**config.mk**
```make
export PLATFORM = sky130hd
export DESIGN_NAME = trgseq_top
export DESIGN_NICKNAME = d
export VERILOG_FILES = /design/src/rtl/trgseq_pkg.sv /design/src/rtl/trgseq_stage_sel.sv /design/src/rtl/trgseq_stage_timer.sv /design/src/rtl/trgseq_fsm.sv /design/src/rtl/trgseq_top.sv
export SDC_FILE = /design/constraint.sdc
export NUM_CORES = 1
export LEC_CHECK = 0
export BUFFER_PORTS_ARGS = -buffer_cell sky130_fd_sc_hd__buf_2
export CAP_MARGIN = 20
export CELL_PAD_IN_SITES_DETAIL_PLACEMENT = 0
export CELL_PAD_IN_SITES_GLOBAL_PLACEMENT = 2
export CORE_MARGIN = 3
export CORE_UTILIZATION = 30
export DETAILED_ROUTE_END_ITERATION = 6
export PLACE_DENSITY_LB_ADDON = 0.1
export SETUP_SLACK_MARGIN = 0.4
export SLEW_MARGIN = 10
export SYNTH_ARGS = -nofsm -noshare
export SYNTH_HDL_FRONTEND = slang
export SYNTH_SLANG_ARGS = --single-unit
```
**constraint.sdc**
```tcl
create_clock -name clk -period 7.4 [get_ports clk]
set_input_delay 0.74 -clock clk [delete_from_list [all_inputs] [get_ports clk]]
set_output_delay 0.74 -clock clk [all_outputs]
set_load 0.1 [all_outputs]
```
**src/rtl/trgseq_pkg.sv**
```systemverilog
package trgseq_pkg;

    typedef enum logic [1:0] {
        SQ_IDLE = 2'd0,
        SQ_RUN  = 2'd1,
        SQ_FAIL = 2'd2
    } seq_state_e;

    typedef struct packed {
        logic arm;
        logic abort;
        logic immediate;
    } seq_cmd_t;

    // Bring a requested stage count into the legal range 1..maxs
    function automatic int unsigned clamp_stages(int unsigned req, int unsigned maxs);
        if (req == 0)
            return 1;
        else if (req > maxs)
            return maxs;
        else
            return req;
    endfunction

endpackage

```
**src/rtl/trgseq_stage_sel.sv**
```systemverilog
module trgseq_stage_sel #(
    parameter int M  = 4,
    parameter int TW = 16,
    parameter int SW = 3
) (
    input  logic [SW-1:0]   stage_idx,
    input  logic [M-1:0]    match_vec,
    input  logic [M*TW-1:0] limit_flat,
    output logic            cur_match,
    output logic [TW-1:0]   cur_limit
);

    logic [TW-1:0] limit_arr [M];

    for (genvar g = 0; g < M; g++) begin : g_unpack
        assign limit_arr[g] = limit_flat[g*TW +: TW];
    end

    always_comb begin
        cur_match = 1'b0;
        cur_limit = '0;
        for (int g = 0; g < M; g++) begin
            if (stage_idx == SW'(g)) begin
                cur_match = match_vec[g];
                cur_limit = limit_arr[g];
            end
        end
    end

endmodule

```
**src/rtl/trgseq_stage_timer.sv**
```systemverilog
module trgseq_stage_timer #(
    parameter int TW = 16
) (
    input  logic          clk,
    input  logic          rst,
    input  logic          restart,
    input  logic [TW-1:0] limit,
    output logic          expire
);

    logic [TW-1:0] cnt_q;

    always_ff @(posedge clk) begin
        if (rst || restart)
            cnt_q <= '0;
        else
            cnt_q <= cnt_q + TW'(1);
    end

    // cnt_q counts completed cycles in the stage; the T-th cycle is the last one
    assign expire = (limit != '0) && (cnt_q == limit - TW'(1));

endmodule

```
**src/rtl/trgseq_fsm.sv**
```systemverilog
module trgseq_fsm
    import trgseq_pkg::*;
#(
    parameter int M  = 4,
    parameter int SW = 3
) (
    input  logic          clk,
    input  logic          rst,
    input  seq_cmd_t      cmd,
    input  logic [SW-1:0] count_req,
    input  logic          cur_match,
    input  logic          cur_expire,
    output seq_state_e    state_q,
    output logic [SW-1:0] stage_q,
    output logic          trig_q,
    output logic          restart
);

    logic [SW-1:0] eff_cnt;
    logic [SW-1:0] last_q, last_n, stage_n;
    seq_state_e    state_n;
    logic          trig_n;

    assign eff_cnt = SW'(clamp_stages(32'(count_req), M));

    always_comb begin
        state_n = state_q;
        stage_n = stage_q;
        last_n  = last_q;
        trig_n  = 1'b0;
        case (state_q)
            SQ_IDLE, SQ_FAIL: begin
                if (cmd.abort) begin
                    state_n = SQ_IDLE;
                    stage_n = '0;
                end else if (cmd.arm) begin
                    stage_n = '0;
                    last_n  = eff_cnt - SW'(1);
                    if (cmd.immediate) begin
                        trig_n  = 1'b1;
                        state_n = SQ_IDLE;
                    end else begin
                        state_n = SQ_RUN;
                    end
                end
            end
            SQ_RUN: begin
                if (cmd.abort) begin
                    state_n = SQ_IDLE;
                    stage_n = '0;
                end else if (cur_match) begin
                    if (stage_q == last_q) begin
                        trig_n  = 1'b1;
                        state_n = SQ_IDLE;
                        stage_n = '0;
                    end else begin
                        stage_n = stage_q + SW'(1);
                    end
                end else if (cur_expire) begin
                    state_n = SQ_FAIL;
                end
            end
            default: begin
                state_n = SQ_IDLE;
                stage_n = '0;
            end
        endcase
    end

    assign restart = (state_q != SQ_RUN) || cur_match;

    always_ff @(posedge clk) begin
        if (rst) begin
            state_q <= SQ_IDLE;
            stage_q <= '0;
            last_q  <= '0;
            trig_q  <= 1'b0;
        end else begin
            state_q <= state_n;
            stage_q <= stage_n;
            last_q  <= last_n;
            trig_q  <= trig_n;
        end
    end


    step_one_chk: assert property (@(posedge clk) disable iff (rst)
        (state_q == SQ_RUN) && ($past(state_q) == SQ_RUN) |->
            (stage_q == $past(stage_q)) || (stage_q == $past(stage_q) + SW'(1)));


    stage_bound_chk: assert property (@(posedge clk) disable iff (rst)
        (state_q == SQ_RUN) |-> (stage_q <= last_q) && (last_q < SW'(M)));


    abort_idle_chk: assert property (@(posedge clk) disable iff (rst)
        cmd.abort |=> (state_q == SQ_IDLE) && !trig_q && (stage_q == '0));


    trig_source_chk: assert property (@(posedge clk) disable iff (rst)
        trig_q |-> (($past(state_q) == SQ_RUN) && $past(cur_match)) ||
                   ($past(cmd.arm) && $past(cmd.immediate)));


    fail_entry_chk: assert property (@(posedge clk) disable iff (rst)
        $rose(state_q == SQ_FAIL) |-> $past(cur_expire) && !$past(cur_match) && !trig_q);


    arm_busy_chk: assert property (@(posedge clk) disable iff (rst)
        (state_q == SQ_RUN) && cmd.arm && !cmd.abort && !cur_match |=>
            (stage_q == $past(stage_q)));

endmodule

```
**src/rtl/trgseq_top.sv**
```systemverilog
module trgseq_top
    import trgseq_pkg::*;
#(
    parameter int M  = 4,
    parameter int TW = 16,
    parameter int SW = $clog2(M + 1)
) (
    input  logic          clk,
    input  logic          rst,
    input  logic          arm_i,
    input  logic          abort_i,
    input  logic          immediate_i,
    input  logic [SW-1:0] stage_count_i,
    input  logic [M-1:0]  match_i,
    input  logic [M*TW-1:0] timeout_i,
    output logic          trig_o,
    output logic [SW-1:0] stage_o,
    output logic          fail_o,
    output logic          busy_o
);

    seq_cmd_t      cmd;
    seq_state_e    state;
    logic [SW-1:0] stage;
    logic          cur_match, cur_expire, restart;
    logic [TW-1:0] cur_limit;

    assign cmd = '{arm: arm_i, abort: abort_i, immediate: immediate_i};

    trgseq_stage_sel #(.M(M), .TW(TW), .SW(SW)) u_sel (
        .stage_idx (stage),
        .match_vec (match_i),
        .limit_flat(timeout_i),
        .cur_match (cur_match),
        .cur_limit (cur_limit)
    );

    trgseq_stage_timer #(.TW(TW)) u_timer (
        .clk    (clk),
        .rst    (rst),
        .restart(restart),
        .limit  (cur_limit),
        .expire (cur_expire)
    );

    trgseq_fsm #(.M(M), .SW(SW)) u_fsm (
        .clk       (clk),
        .rst       (rst),
        .cmd       (cmd),
        .count_req (stage_count_i),
        .cur_match (cur_match),
        .cur_expire(cur_expire),
        .state_q   (state),
        .stage_q   (stage),
        .trig_q    (trig_o),
        .restart   (restart)
    );

    assign stage_o = stage;
    assign fail_o  = (state == SQ_FAIL);
    assign busy_o  = (state == SQ_RUN);


    busy_fail_excl_chk: assert property (@(posedge clk) disable iff (rst)
        trig_o |-> !busy_o && !fail_o);

endmodule

```
* After elaboration in Yosys (flattened, before gate mapping)
Index checks and enable logic that the tools add are counted.
Operators by class: add/sub/neg operators 4, order comparisons 1, equal/unequal tests 12, multiplexer cells 31, bitwise gates (word level) 1, reductions and logical operators 11
Operators by type and width (number):
- 16-bit 2-to-1 mux | 4
- 3-bit 2-to-1 mux | 7
- 16-bit by 1-bit adder with 16-bit output, second input constant | 1
- 16-bit == test | 1
- 16-bit nonzero test | 1
- 16-bit by 1-bit subtractor with 16-bit output, second input constant | 1
- 2-bit 2-to-1 mux | 6
- 1-bit 2-to-1 mux | 11
- 3-bit by 2-bit == test with 1-bit output, second input constant | 2
- 3-bit logical NOT | 2
- 3-bit one-hot mux with 2 select lines | 1
- 3-bit AND reduction | 2
- 4-bit by 2-bit != test with 1-bit output, second input constant | 1
- 4-bit != test, second input constant | 1
- 2-bit one-hot mux with 2 select lines | 1
- 3-bit by 1-bit adder with 3-bit output, second input constant | 1
- 3-bit by 1-bit == test with 1-bit output, second input constant | 1
- 3-bit == test | 1
- 3-bit > comparator, second input constant | 1
- 3-bit by 2-bit != test with 1-bit output, second input constant | 1
- 3-bit != test, second input constant | 1
- 3-bit by 1-bit subtractor with 3-bit output, second input constant | 1
- 2-bit by 1-bit == test with 1-bit output, second input constant | 1
- 2-bit == test, second input constant | 1
- 8 further kinds | 9
Storage, ports and cells: register bits after elaboration 25, input bits 76, output and inout bits 6

* Longest topological paths before layout
word-level depth 12, gate-level depth with buffers 16

* Hierarchy
A second synthesis with hierarchy kept.
Second synthesis, totals: cell total of the unflattened synthesis 285, area, all modules 2388.5 µm²
By module, submodules not included:
- trgseq_stage_timer | times used 1, cells an instance 166, area each 1313.8 µm², sequential area each 320.3 µm²
- trgseq_stage_sel | times used 1, cells an instance 61, area each 536.8 µm², sequential area each 0.0 µm²
- trgseq_fsm | times used 1, cells an instance 56, area each 523.0 µm², sequential area each 180.2 µm²
- trgseq_top | times used 1, cells an instance 2, area each 15.0 µm², sequential area each 0.0 µm²

* Worst setup path before layout
OpenSTA, ideal clock, no wires.
path kind flip-flop to flip-flop, start point register u_fsm.stage_q[0], end point register u_fsm.state_q[0], library setup time 0.115 ns, data arrival time 4.060 ns, path slack 3.226 ns, cell stages (with the launch flop) 16, period minus slack after synthesis 4.174 ns, path through dfxtp_1 > ha_1 > ha_1 > buf_2 > nor2_1 > a32o_1 > inv_1 > ha_1 > inv_1 > a311o_1 > or3_1 > or4_1 > o211ai_1 > o2111a_1 > nand2_1 > o21a_1
On the way: word-level cells in the longest chain between the ends 10, elaborated cells between the ends (all ways) 23, those cells by class 1 x add/sub; 7 x eq/ne; 11 x mux; 4 x reduce/logical
Ends and longest elaborated chain:
- from (decl) | line trgseq_fsm.sv:14 | output logic [SW-1:0] stage_q,
- from (signal assigned) | line trgseq_fsm.sv:80 | stage_q <= stage_n;
- 3-bit logical NOT | line trgseq_stage_sel.sv:23 | if (stage_idx == SW'(g)) begin
- 16-bit 2-to-1 mux (4 in a row) | line trgseq_stage_sel.sv:23
- 16-bit by 1-bit subtractor with 16-bit output | line trgseq_stage_timer.sv:21 | assign expire = (limit != '0) && (cnt_q == limit - TW'(1));
- 16-bit == test | line trgseq_stage_timer.sv:21
- 1-bit logical AND | line trgseq_stage_timer.sv:21
- 4-bit by 2-bit != test with 1-bit output (no source line)
- 3-bit AND reduction (no source line)
- to (signal assigned) | line trgseq_fsm.sv:79 | state_q <= state_n;
- to (decl) | line trgseq_fsm.sv:13 | output seq_state_e state_q,
Several ways; a longest one is shown, not always the timed one. A chain may end at the register's enable or synchronous reset.

* Worst setup path after layout
Same ends and word-level chain as after synthesis.

==> impl_metrics.env <==
export IMPL_run_status="complete, no violations"
export IMPL_start_util_pct=31.3
export IMPL_postRouteAntennaNets=0
export IMPL_synth_top_area_cell="dfxtp_1"
export IMPL_syn_inst=333
export IMPL_hold_class="reg -> reg"
export IMPL_insertion_delay_ns=0.27
export IMPL_critPathTopFamily="simple AND/OR/NAND/NOR gates"
export IMPL_final_cells=503
export IMPL_dpl_cell_count=499
export IMPL_cts_resized=0
export IMPL_cp_max_fo=20
export IMPL_grt_pass1_wl_mm=11.5
export IMPL_drc=0
export IMPL_path_class="reg -> reg"
export IMPL_power_per_cell_area_nw_per_um2=99.6
export IMPL_arrival_ns=4.57
export IMPL_cts_clk_slew_worst_paths_ns=0.09
export IMPL_reg2reg_setup_slack_ns=3.00
export IMPL_die_x_um=96.5
export IMPL_postCtsSetupRepairBufs=0
export IMPL_cp_end_kind="flip-flop"
export IMPL_htreeDepth=1
export IMPL_first_pass_iters=4
export IMPL_cap_violations=0
export IMPL_yosys_most_used_dff="dfxtp_1"
export IMPL_crit_chain="ha_1 > ha_1 > nor2_1 > a32o_1 > inv_1 > ha_1 > inv_1 > a311o_1 > or3_1 > nor3_1 > nor4bb_1 > a22o_1 > o211ai_1 > o21a_1"
export IMPL_cts_path_max_buffers=2
export IMPL_syn_area_um2=2460
export IMPL_die_area_um2=9320
export IMPL_synth_top_cells_by_area="dfxtp_1 20%, xnor2_1 8.2%, nor2_1 5.3%"
export IMPL_clock_sinks=25
export IMPL_holdPathStages=1
export IMPL_worstSetupStartpointType="flip-flop"
export IMPL_totalWireLength_mm=7.34
export IMPL_grt_pass1_vias=2445
export IMPL_reg2reg_to="u_fsm.state_q[0]$_SDFFE_PP0P_"
export IMPL_dp_hpwl_mm=5.88
export IMPL_synth_top_area_share_pct=20.4
export IMPL_met3_length_um=534
export IMPL_ir_drop_mv=0.0668
export IMPL_slowest_delay_ns=0.59
export IMPL_vias=2571
export IMPL_antenna_found_initial=0
export IMPL_yosysMostFrequentCell="nor2_1"
export IMPL_synth_distinct_cells=61
export IMPL_drt_iter0_markers=132
export IMPL_worstMarginPinSlew_ns=1.01
export IMPL_drive_above_1_share_pct=24.2
export IMPL_startpoint="u_fsm.stage_q[0]$_SDFFE_PP0P_"
export IMPL_wl_met1_mm=3.68
export IMPL_synthTopCellsByCount="35 x nor2_1, 32 x nand2_1, 25 x dfxtp_1"
export IMPL_final_util_pct=37.5
export IMPL_area_delta_synth_final_pct=19.5
export IMPL_final_area_um2=2940
export IMPL_worst_path_max_delay_cell="ha_1"
export IMPL_track_usage_pct=15.3
export IMPL_p_leak_nw=1.18
export IMPL_synth_nets=418
export IMPL_n_antenna_cell=0
export IMPL_grt_max_degree=35
export IMPL_yosys_warnings=0
export IMPL_portBuffers=81
export IMPL_skew_ns=0.00706
export IMPL_worstHoldStart="u_fsm.state_q[1]$_SDFFE_PP0P_"
export IMPL_critPathBufInv=2
export IMPL_crit_required_ns=7.57
export IMPL_fmax_mhz=227
export IMPL_placed_area_um2=2890
export IMPL_routabilityCongestion=0.900
export IMPL_cts_tree="yes"
export IMPL_vias_per_cell=5.11
export IMPL_period_share_pct=59.5
export IMPL_avgSynthCellArea_um2=7.38
export IMPL_setup_viol=0
export IMPL_hold_buffers=0
export IMPL_overflow=0
export IMPL_reg2reg_from="u_fsm.stage_q[0]$_SDFFE_PP0P_"
export IMPL_fp_dieH_um=96.5
export IMPL_tns_ns=0
export IMPL_rsz0062_at_grt="no"
export IMPL_period_needed_ns=4.40
export IMPL_slew_violations=0
export IMPL_wl_per_cell_um=14.6
export IMPL_ios=82
export IMPL_synth_edf_count=0
export IMPL_rr_worst_depth=14
export IMPL_ys_ff_latch=25
export IMPL_top_signal_layer_used="met4"
export IMPL_async_flop_share_pct=0
export IMPL_cts_buffers=3
export IMPL_root_buffer="clkbuf_8"
export IMPL_timing_hold_violations_final=0
export IMPL_relSlewSlack_pct=32.6
export IMPL_rows=32
export IMPL_yosysSeqAreaShare_pct=20.4
export IMPL_min_to="u_fsm.trig_q$_SDFF_PP0_"
export IMPL_cp_common_cell="ha_1"
export IMPL_fin_nets=487
export IMPL_design_core_area_um2=7850
export IMPL_wl_met2_mm=3.04
-- layout make-up --
class                           instances  area (um^2)
Tap cell                              102          128
Inverter                               15         56.3
Clock buffer                            4         45.0
Timing Repair Buffer                   83          420
Sequential cell                        25          500
Multi-Input combinational cell        274         1790
Fill cell                             866         4910
-- registers in the layout (all words and copies together) (netlist names) --
name and flops:
u_fsm.last_q 3, u_fsm.stage_q 3, u_fsm.state_q 2, u_fsm.trig_q 1, u_timer.cnt_q 16
-- layer usage --
layer,GRT usage [%],vias to the layer above
met1,21.9,1142
li1,-,1336
met2,24.4,87
met5,0,-
met3,1.70,6
met4,3.97,0
-- power by group --
| part | total, mW | internal (mW) | switching (mW) |
|---|---|---|---|
| clock | 0.0806 | 0.0385 | 0.0421 |
| combinational | 0.0747 | 0.0353 | 0.0394 |
| sequential | 0.137 | 0.136 | 0.00129 |
| total | 0.293 | 0.210 | 0.0828 |
-- placed cells by master (no fill, tap or decap), types with 3 or more instances in the layout --
master / instances
ha_1: 9
o21ai_1: 7
o211ai_1: 3
nor2_1: 35
buf_2: 81
or4_1: 3
nand4_1: 8
or3_1: 5
nand3_1: 12
o21ai_0: 11
and3_1: 5
a21oi_1: 20
nand3b_1: 3
dfxtp_1: 25
clkbuf_8: 3
mux2i_1: 3
xor2_1: 11
nand2_1: 32
a32oi_1: 10
inv_1: 15
nor3_1: 7
a22oi_1: 3
a211oi_1: 4
xnor2_1: 23
nand2b_1: 15
-- how the worst max path moves through the flow --
stage	to	slack (ns)	cells after the start
after floorplan	u_fsm.state_q[0]$_SDFFE_PP0P_	3.23	15
after CTS	u_fsm.state_q[0]$_SDFFE_PP0P_	3.00	14
after detailed placement	u_fsm.state_q[0]$_SDFFE_PP0P_	3.03	14
final	u_fsm.state_q[0]$_SDFFE_PP0P_	3.00	14
after global placement	u_fsm.state_q[0]$_SDFFE_PP0P_	3.22	14
after global routing	u_fsm.state_q[0]$_SDFFE_PP0P_	2.56	14
-- logic make-up (layout without fill, tap and decap cells) --
family / count (synthesis) / after routing / synth area share (%)
simple gates: 143 / 143 / 30.2
compound gates: 85 / 85 / 24.6
xor+xnor: 34 / 34 / 12.1
buf+inv: 34 / 102 / 6.87
flops: 25 / 25 / 20.4
fa+ha+maj: 9 / 9 / 4.58
mux: 3 / 3 / 1.22
-- per-stage QoR --
stage          power (mW)  setup slack (ns)  hold slack [ns]
6_report            0.293              3.00            0.496
5_1_grt             0.309              2.56            0.502
4_1_cts             0.297              3.00            0.486
3_5_place_dp        0.215              3.03            0.459
3_3_place_gp        0.216              3.22            0.490
2_1_floorplan       0.185              3.23            0.422
No activity file was read; power rests on OpenSTA's default activity.
